==> src/rtl/dbg_inject_pkg.sv <==
package dbg_inject_pkg;
   typedef enum logic [1:0] {
      OP_INJECT  = 2'd0,
      OP_READREG = 2'd1,
      OP_CLEAR   = 2'd2,
      OP_NONE    = 2'd3
   } inj_op_e;

   typedef enum logic [1:0] {
      SQ_IDLE = 2'd0,
      SQ_SEL  = 2'd1,
      SQ_RUN  = 2'd2
   } seq_st_e;
endpackage

==> src/rtl/dbg_inject_satcnt.sv <==
module dbg_inject_satcnt #(
   parameter int CNT_W = 8
) (
   input  logic             clk,
   input  logic             rst_n,
   input  logic             clr,
   input  logic             inc,
   output logic [CNT_W-1:0] cnt
);
   localparam logic [CNT_W-1:0] CNT_MAX = '1;

   initial begin
      assert (CNT_W >= 1) else $error("CNT_W must be at least 1");
   end

   always_ff @(posedge clk or negedge rst_n) begin
      if (!rst_n)                        cnt <= '0;
      else if (clr)                      cnt <= '0;
      else if (inc && (cnt != CNT_MAX))  cnt <= cnt + 1'b1;
   end

   AST_NO_WRAP: assert property (@(posedge clk) disable iff (!rst_n) (cnt == CNT_MAX) && inc && !clr |=> cnt == CNT_MAX);
   AST_CLR_ZERO: assert property (@(posedge clk) disable iff (!rst_n) clr |=> cnt == '0);
   AST_HOLD_IDLE: assert property (@(posedge clk) disable iff (!rst_n) !clr && !inc |=> $stable(cnt));
endmodule

==> src/rtl/dbg_inject_walker.sv <==
module dbg_inject_walker #(
   parameter int WORD_W = 32
) (
   input  logic              clk,
   input  logic              rst_n,
   input  logic              start,
   input  logic [WORD_W:0]   vec_in,
   input  logic              tdo,
   output logic              step,
   output logic              tms,
   output logic              tdi,
   output logic              fin,
   output logic [WORD_W-1:0] cap
);
   localparam int VEC_W  = WORD_W + 1;
   localparam int PRE    = 3;
   localparam int SH_END = PRE + VEC_W - 1;
   localparam int LAST   = SH_END + 2;
   localparam int IDX_W  = $clog2(LAST + 1);
   localparam logic [IDX_W-1:0] I_PRE  = IDX_W'(PRE);
   localparam logic [IDX_W-1:0] I_SEND = IDX_W'(SH_END);
   localparam logic [IDX_W-1:0] I_UPD  = IDX_W'(SH_END + 1);
   localparam logic [IDX_W-1:0] I_LAST = IDX_W'(LAST);

   logic             active;
   logic [IDX_W-1:0] idx;
   logic [VEC_W-1:0] sh;
   logic             in_shift;

   initial begin
      assert (WORD_W >= 2) else $error("WORD_W too small");
   end

   assign in_shift = active && (idx >= I_PRE) && (idx <= I_SEND);
   assign step     = active;
   assign tdi      = in_shift & sh[VEC_W-1];
   assign fin      = active && (idx == I_LAST);

   always_comb begin
      if (!active)          tms = 1'b0;
      else if (idx == '0)   tms = 1'b1;
      else if (in_shift)    tms = (idx == I_SEND);
      else if (idx == I_UPD) tms = 1'b1;
      else                  tms = 1'b0;
   end

   always_ff @(posedge clk or negedge rst_n) begin
      if (!rst_n) begin
         active <= 1'b0;
         idx    <= '0;
         sh     <= '0;
         cap    <= '0;
      end else if (start) begin
         active <= 1'b1;
         idx    <= '0;
         sh     <= vec_in;
      end else if (active) begin
         if (in_shift) begin
            sh  <= {sh[VEC_W-2:0], 1'b0};
            cap <= {cap[WORD_W-2:0], tdo};
         end
         if (idx == I_LAST) begin
            active <= 1'b0;
            idx    <= '0;
         end else begin
            idx <= idx + 1'b1;
         end
      end
   end

   AST_START_FREE: assert property (@(posedge clk) disable iff (!rst_n) start |-> !active);
   AST_STEP_RUN: assert property (@(posedge clk) disable iff (!rst_n) active && !fin |=> active);
endmodule

==> src/rtl/dbg_inject_seq.sv <==
module dbg_inject_seq
   import dbg_inject_pkg::*;
#(
   parameter int              WORD_W   = 32,
   parameter int              REG_W    = 4,
   parameter int              REG_LSB  = 12,
   parameter logic [WORD_W-1:0] NOP_OP  = 32'hE1A0_0000,
   parameter logic [WORD_W-1:0] STR_OP  = 32'hE58E_0000
) (
   input  logic              clk,
   input  logic              rst_n,
   input  logic              cmd_valid,
   input  logic [1:0]        cmd_op,
   input  logic [WORD_W-1:0] cmd_word,
   input  logic              cmd_sys,
   input  logic [REG_W-1:0]  cmd_reg,
   input  logic              chain1_ack,
   input  logic              walk_active,
   input  logic              fin,
   input  logic [WORD_W-1:0] cap,
   output logic              start,
   output logic [WORD_W:0]   vec,
   output logic              chain1_req,
   output logic              busy,
   output logic              done,
   output logic [WORD_W-1:0] result,
   output logic [1:0]        cnt_inc,
   output logic              cnt_clr
);
   localparam int SLOTS  = 6;
   localparam int SLOT_W = $clog2(SLOTS);
   localparam logic [SLOT_W-1:0] SLOT_STR  = SLOT_W'(1);
   localparam logic [SLOT_W-1:0] SLOT_LAST = SLOT_W'(SLOTS - 1);
   localparam logic [WORD_W-1:0] FIELD_MASK =
      ((WORD_W'(1) << REG_W) - WORD_W'(1)) << REG_LSB;

   seq_st_e            st;
   logic               rd_q;
   logic               sys_q;
   logic [WORD_W-1:0]  word_q;
   logic [REG_W-1:0]   reg_q;
   logic [SLOT_W-1:0]  slot_q;
   logic [WORD_W-1:0]  str_word;
   logic [WORD_W-1:0]  cur_word;
   logic               cur_bk;
   logic               last_slot;
   logic               accept;

   initial begin
      assert (REG_LSB + REG_W <= WORD_W) else $error("register field outside word");
   end

   assign str_word  = (STR_OP & ~FIELD_MASK) | (WORD_W'(reg_q) << REG_LSB);
   assign cur_word  = !rd_q ? word_q : ((slot_q == SLOT_STR) ? str_word : NOP_OP);
   assign cur_bk    = !rd_q && sys_q;
   assign vec       = {cur_bk, cur_word};
   assign last_slot = !rd_q || (slot_q == SLOT_LAST);
   assign busy       = (st != SQ_IDLE);
   assign chain1_req = (st == SQ_SEL);
   assign start      = (st == SQ_SEL) && chain1_ack;
   assign accept     = (st == SQ_IDLE) && cmd_valid;
   assign cnt_clr    = accept && (inj_op_e'(cmd_op) == OP_CLEAR);
   assign cnt_inc[0] = (st == SQ_RUN) && fin && !cur_bk;
   assign cnt_inc[1] = (st == SQ_RUN) && fin && cur_bk;

   always_ff @(posedge clk or negedge rst_n) begin
      if (!rst_n) begin
         st     <= SQ_IDLE;
         rd_q   <= 1'b0;
         sys_q  <= 1'b0;
         word_q <= '0;
         reg_q  <= '0;
         slot_q <= '0;
         done   <= 1'b0;
         result <= '0;
      end else begin
         done <= 1'b0;
         case (st)
            SQ_IDLE: begin
               if (accept && (inj_op_e'(cmd_op) == OP_INJECT)) begin
                  rd_q   <= 1'b0;
                  word_q <= cmd_word;
                  sys_q  <= cmd_sys;
                  slot_q <= '0;
                  st     <= SQ_SEL;
               end else if (accept && (inj_op_e'(cmd_op) == OP_READREG)) begin
                  rd_q   <= 1'b1;
                  reg_q  <= cmd_reg;
                  sys_q  <= 1'b0;
                  slot_q <= '0;
                  st     <= SQ_SEL;
               end
            end
            SQ_SEL: if (chain1_ack) st <= SQ_RUN;
            SQ_RUN: begin
               if (fin) begin
                  if (last_slot) begin
                     st     <= SQ_IDLE;
                     done   <= 1'b1;
                     result <= cap;
                  end else begin
                     slot_q <= slot_q + 1'b1;
                     st     <= SQ_SEL;
                  end
               end
            end
            default: st <= SQ_IDLE;
         endcase
      end
   end

   AST_REQ_NO_STEP: assert property (@(posedge clk) disable iff (!rst_n) chain1_req |-> !walk_active);
   AST_DONE_ONCE: assert property (@(posedge clk) disable iff (!rst_n) done |=> !done);
   AST_DONE_FREE: assert property (@(posedge clk) disable iff (!rst_n) done |-> !busy && !walk_active);
   AST_RD_QUIET: assert property (@(posedge clk) disable iff (!rst_n) (st == SQ_RUN) && rd_q |-> !cnt_inc[1]);
   AST_BUSY_IGN: assert property (@(posedge clk) disable iff (!rst_n) busy && cmd_valid && !fin |=> $stable(result));
endmodule

==> src/rtl/dbg_inject.sv <==
module dbg_inject
   import dbg_inject_pkg::*;
#(
   parameter int                WORD_W  = 32,
   parameter int                REG_W   = 4,
   parameter int                REG_LSB = 12,
   parameter int                CNT_W   = 8,
   parameter logic [WORD_W-1:0] NOP_OP  = 32'hE1A0_0000,
   parameter logic [WORD_W-1:0] STR_OP  = 32'hE58E_0000
) (
   input  logic              clk,
   input  logic              rst_n,
   input  logic              cmd_valid,
   input  logic [1:0]        cmd_op,
   input  logic [WORD_W-1:0] cmd_word,
   input  logic              cmd_sys,
   input  logic [REG_W-1:0]  cmd_reg,
   output logic              busy,
   output logic              done,
   output logic [WORD_W-1:0] result,
   output logic [CNT_W-1:0]  dbg_cnt,
   output logic [CNT_W-1:0]  sys_cnt,
   output logic              chain1_req,
   input  logic              chain1_ack,
   output logic              jt_step,
   output logic              jt_tms,
   output logic              jt_tdi,
   input  logic              jt_tdo
);
   logic              start;
   logic              fin;
   logic [WORD_W:0]   vec;
   logic [WORD_W-1:0] cap;
   logic [1:0]        cnt_inc;
   logic              cnt_clr;
   logic [CNT_W-1:0]  cnt_q [2];

   dbg_inject_seq #(
      .WORD_W(WORD_W), .REG_W(REG_W), .REG_LSB(REG_LSB),
      .NOP_OP(NOP_OP), .STR_OP(STR_OP)
   ) u_seq (
      .clk(clk), .rst_n(rst_n),
      .cmd_valid(cmd_valid), .cmd_op(cmd_op), .cmd_word(cmd_word),
      .cmd_sys(cmd_sys), .cmd_reg(cmd_reg),
      .chain1_ack(chain1_ack), .walk_active(jt_step), .fin(fin), .cap(cap),
      .start(start), .vec(vec), .chain1_req(chain1_req), .busy(busy),
      .done(done), .result(result), .cnt_inc(cnt_inc), .cnt_clr(cnt_clr)
   );

   dbg_inject_walker #(.WORD_W(WORD_W)) u_walk (
      .clk(clk), .rst_n(rst_n), .start(start), .vec_in(vec), .tdo(jt_tdo),
      .step(jt_step), .tms(jt_tms), .tdi(jt_tdi), .fin(fin), .cap(cap)
   );

   for (genvar g = 0; g < 2; g++) begin : g_cnt
      dbg_inject_satcnt #(.CNT_W(CNT_W)) u_cnt (
         .clk(clk), .rst_n(rst_n), .clr(cnt_clr), .inc(cnt_inc[g]), .cnt(cnt_q[g])
      );
   end

   assign dbg_cnt = cnt_q[0];
   assign sys_cnt = cnt_q[1];

   AST_ONE_SPEED: assert property (@(posedge clk) disable iff (!rst_n) $countones({dbg_cnt != $past(dbg_cnt), sys_cnt != $past(sys_cnt)}) <= 1 || $past(cnt_clr));
endmodule

==> config.mk <==
export PLATFORM = sky130hd
export DESIGN_NAME = dbg_inject
export DESIGN_NICKNAME = d
export VERILOG_FILES = /design/src/rtl/dbg_inject_pkg.sv /design/src/rtl/dbg_inject_satcnt.sv /design/src/rtl/dbg_inject_walker.sv /design/src/rtl/dbg_inject_seq.sv /design/src/rtl/dbg_inject.sv
export SDC_FILE = /design/constraint.sdc
export NUM_CORES = 1
export LEC_CHECK = 0
export ABC_CLOCK_PERIOD_IN_PS = 2850
export BUFFER_PORTS_ARGS = -buffer_cell sky130_fd_sc_hd__buf_2
export CAP_MARGIN = 20
export CORE_MARGIN = 2
export CORE_UTILIZATION = 50
export DETAILED_ROUTE_END_ITERATION = 6
export HOLD_SLACK_MARGIN = 0.03
export PLACE_DENSITY = 0.73
export SYNTH_ARGS = -nofsm -noshare
export SYNTH_HDL_FRONTEND = slang
export SYNTH_SLANG_ARGS = --single-unit
==> constraint.sdc <==
create_clock -name clk -period 2.85 [get_ports clk]
set_input_delay 0.285 -clock clk [delete_from_list [all_inputs] [get_ports clk]]
set_output_delay 0.285 -clock clk [all_outputs]
set_load 0.005 [all_outputs]
==> flow_summary.toml <==
[drt]
drc = 0
vias_per_cell = 5.88
drt_wl_total_um = 15600
drt_iter0_drc = 376
avgRoutedWirePerCell_um = 17.7
wl_met3_um = 790
vias = 5195
ant_nets = 0
met1Wirelength_um = 6680
drt_pass1_iterations = 4
wl_met2_um = 7840
top_layer_used = "met4"

[cts]
clk_latency_ps = 430
path_clk_slew_ps = 60
cts_buffers = 17
cts_resized = 0
cts_tree = "built"
clock-sinks = 164
cts.htree.levels = 4
postCtsHoldBufs = 1
cts_setup_buffers = 0
clockBufferDepth = 2
cts_root_buffer = "clkbuf_16"

[yosys]
syn_nets = 648
synth-edff-count = 0
synth.yosys.seq_area_share_pct = 57.4
synth_cell_types = 44
avgSynthCellArea_um2 = 12.0
ys_ff_latch = 164
syn_area_um2 = 7150
ys.flop_type = "dfrtp_1"
yosysWarnings = 0
synth_cells = 596
synthArstFlopShare_pct = 100

[finish]
multi_input_area_um2 = 2850
final_common_cell = "dfrtp_1"
diodes = 0
mostFrequentLayoutCells = "dfrtp_1 (164), mux2_2 (99), buf_2 (96)"
seq_area_um2 = 4100
final_nets = 742
nFillCells = 1127
area_growth_pct = 18.3
final_layout_size_suffix_gt1_share_pct = 34.9
fin_cells = 883

[setup_path]
worstPathMaxFanout = 13
worstSetupStartpointType = "flip-flop"
rr_endpoint = "g_cnt[0].u_cnt.cnt[5]"
cp_slowest_stage_delay_ps = 430
crit_path_start = "u_walk.idx[0]"
reg2reg_depth = 6
critPathRequiredTime_ps = 2570
r2r_slack_ps = 330
cp_cell_sequence = "ha_1, or3_1, o211a_1, and3_1, buf_2"
critical-path-top-delay-family = "simple AND/OR/NAND/NOR gates"
crit_type = "flip-flop to output pin"
critPathCapture = "jt_tdi"
critical_path_depth = 5
regToRegStartpoint = "u_walk.idx[1]"
cp-end-kind = "output pin"
path_buf_inv = 1
cpMaxStageDelayCell = "dfrtp_1"
arrival_ps = 2280

[global_route]
grt_use_total_pct = 21.9
antenna_found_initial = 0
grt_max_degree = 69
grt_pass1_vias = 5207
overflow = 0
grt_pass1_wl_um = 25900

[die]
start_util_pct = 51.3
die_area_um2 = 15300
rows = 43
fp.dieW_um = 124
design.core.area_um2 = 13900
io_pins = 98
die_y_um = 124

[place]
dp_hpwl_um = 10500
io_buffers = 97
post-place-cells = 850
gp_congestion = 0.830

[min_path]
hold_class = "input port to flip-flop"
hold_depth = 2

[timing]
post-route-period-util_pct = 89.9
rsz0062_at_grt = "false"
setup_viol = 0
drv_slew = 0
timing.final.crit_period_ps = 2560
skew_ps = 10.7
fin_setup_tns_ps = 0
max_freq_mhz = 390
worstMarginPinSlew_ps = 840
hold_violations = 0
relSlewSlack_pct = 43.5

[outcome]
status = "completed"

[power]
ir_drop_v = 0.000534
leakage_nw = 3.91
p_total_mw = 9.52
powerDensity_nw_per_um2 = 1130

[flow_run]
maxCapViolations = 0
-- layer usage --
layer,vias to the layer above,GRT usage [%]
li1,2387,-
met1,2626,28.7
met2,152,35.0
met3,30,4.70
met4,0,10.3
met5,-,0
-- power by group --
part,switching (mW),internal (mW)
sequential,0.631,3.24
combinational,1.70,1.66
clock,0.888,1.41
total,3.22,6.30
-- sequential cells by signal, summed over array words and instances (netlist names) --
| signal | cells |
|---|---|
| g_cnt.u_cnt.cnt | 16 |
| u_seq.done | 1 |
| u_seq.rd_q | 1 |
| u_seq.reg_q | 4 |
| u_seq.result | 32 |
| u_seq.slot_q | 3 |
| u_seq.st | 2 |
| u_seq.sys_q | 1 |
| u_seq.word_q | 32 |
| u_walk.cap | 32 |
| u_walk.idx | 6 |
| u_walk.sh | 33 |
| u_walk.step | 1 |
-- synth_stat cells (2+ instances only) --
master,number,area [um2]
o21ai_0,40,200
o31ai_1,9,67.6
inv_1,10,37.5
a211oi_1,10,75.1
mux2i_1,6,60.1
mux2_1,2,22.5
o311ai_0,2,17.5
a221oi_1,4,35.0
mux2_2,99,1110
nand3_1,14,70.1
dfrtp_1,164,4100
buf_1,4,15.0
a21o_1,2,15.0
a22o_1,3,26.3
a21oi_1,56,280
or3_1,8,50.1
a31oi_1,25,156
buf_2,8,40.0
o211ai_1,7,52.6
a21boi_0,5,37.5
ha_1,8,100
nand3b_1,3,22.5
nand4_1,7,43.8
nor3b_1,2,15.0
clkbuf_1,24,90.1
nand2b_1,3,18.8
or4_1,4,30.0
and3_1,7,43.8
nor2b_1,4,25.0
nor2_1,19,71.3
nand2_1,14,52.6
clkinv_1,2,7.51
nor3_1,10,50.1
-- logic make-up after synthesis --
group,Yosys count,synth area share [%]
compound gates,165,13.8
fa+ha+maj,8,1.40
mux,107,16.8
flops,164,57.4
buf+inv,50,2.89
simple gates,102,7.79
-- layout make-up --
class | count | area share [%]
inverter | 12 | 0.533
multi-input combinational | 382 | 33.8
tap | 180 | 2.66
clock buffer | 25 | 5.98
sequential | 164 | 48.5
clock inverter | 7 | 1.12
timing repair buffer | 113 | 7.41
-- worst min-delay path by stage --
stage / from / to / slack [ps]
after floorplan: rst_n / g_cnt[0].u_cnt.cnt[0] / -10
after global placement: rst_n / g_cnt[1].u_cnt.cnt[4] / 330
after detailed placement: rst_n / g_cnt[1].u_cnt.cnt[4] / 330
after CTS: cmd_word[4] / u_seq.word_q[4] / 80
after global routing: cmd_word[5] / u_seq.word_q[5] / 80
final: cmd_reg[1] / u_seq.reg_q[1] / 90
-- metrics by stage --
| stage | hold slack (ps) | utilization (%) | area, um2 | worst slack (ps) |
|---|---|---|---|---|
| 2_1_floorplan | -10.6 | - | 7150 | 662 |
| 3_3_place_gp | 329 | 56.3 | 7850 | 470 |
| 3_5_place_dp | 329 | 56.3 | 7850 | 361 |
| 4_1_cts | 75.6 | 60.7 | 8460 | 289 |
| 5_1_grt | 80.5 | 60.7 | 8460 | 194 |
| 6_report | 85.5 | 60.7 | 8460 | 287 |
(Power assumes the default switching activity.)
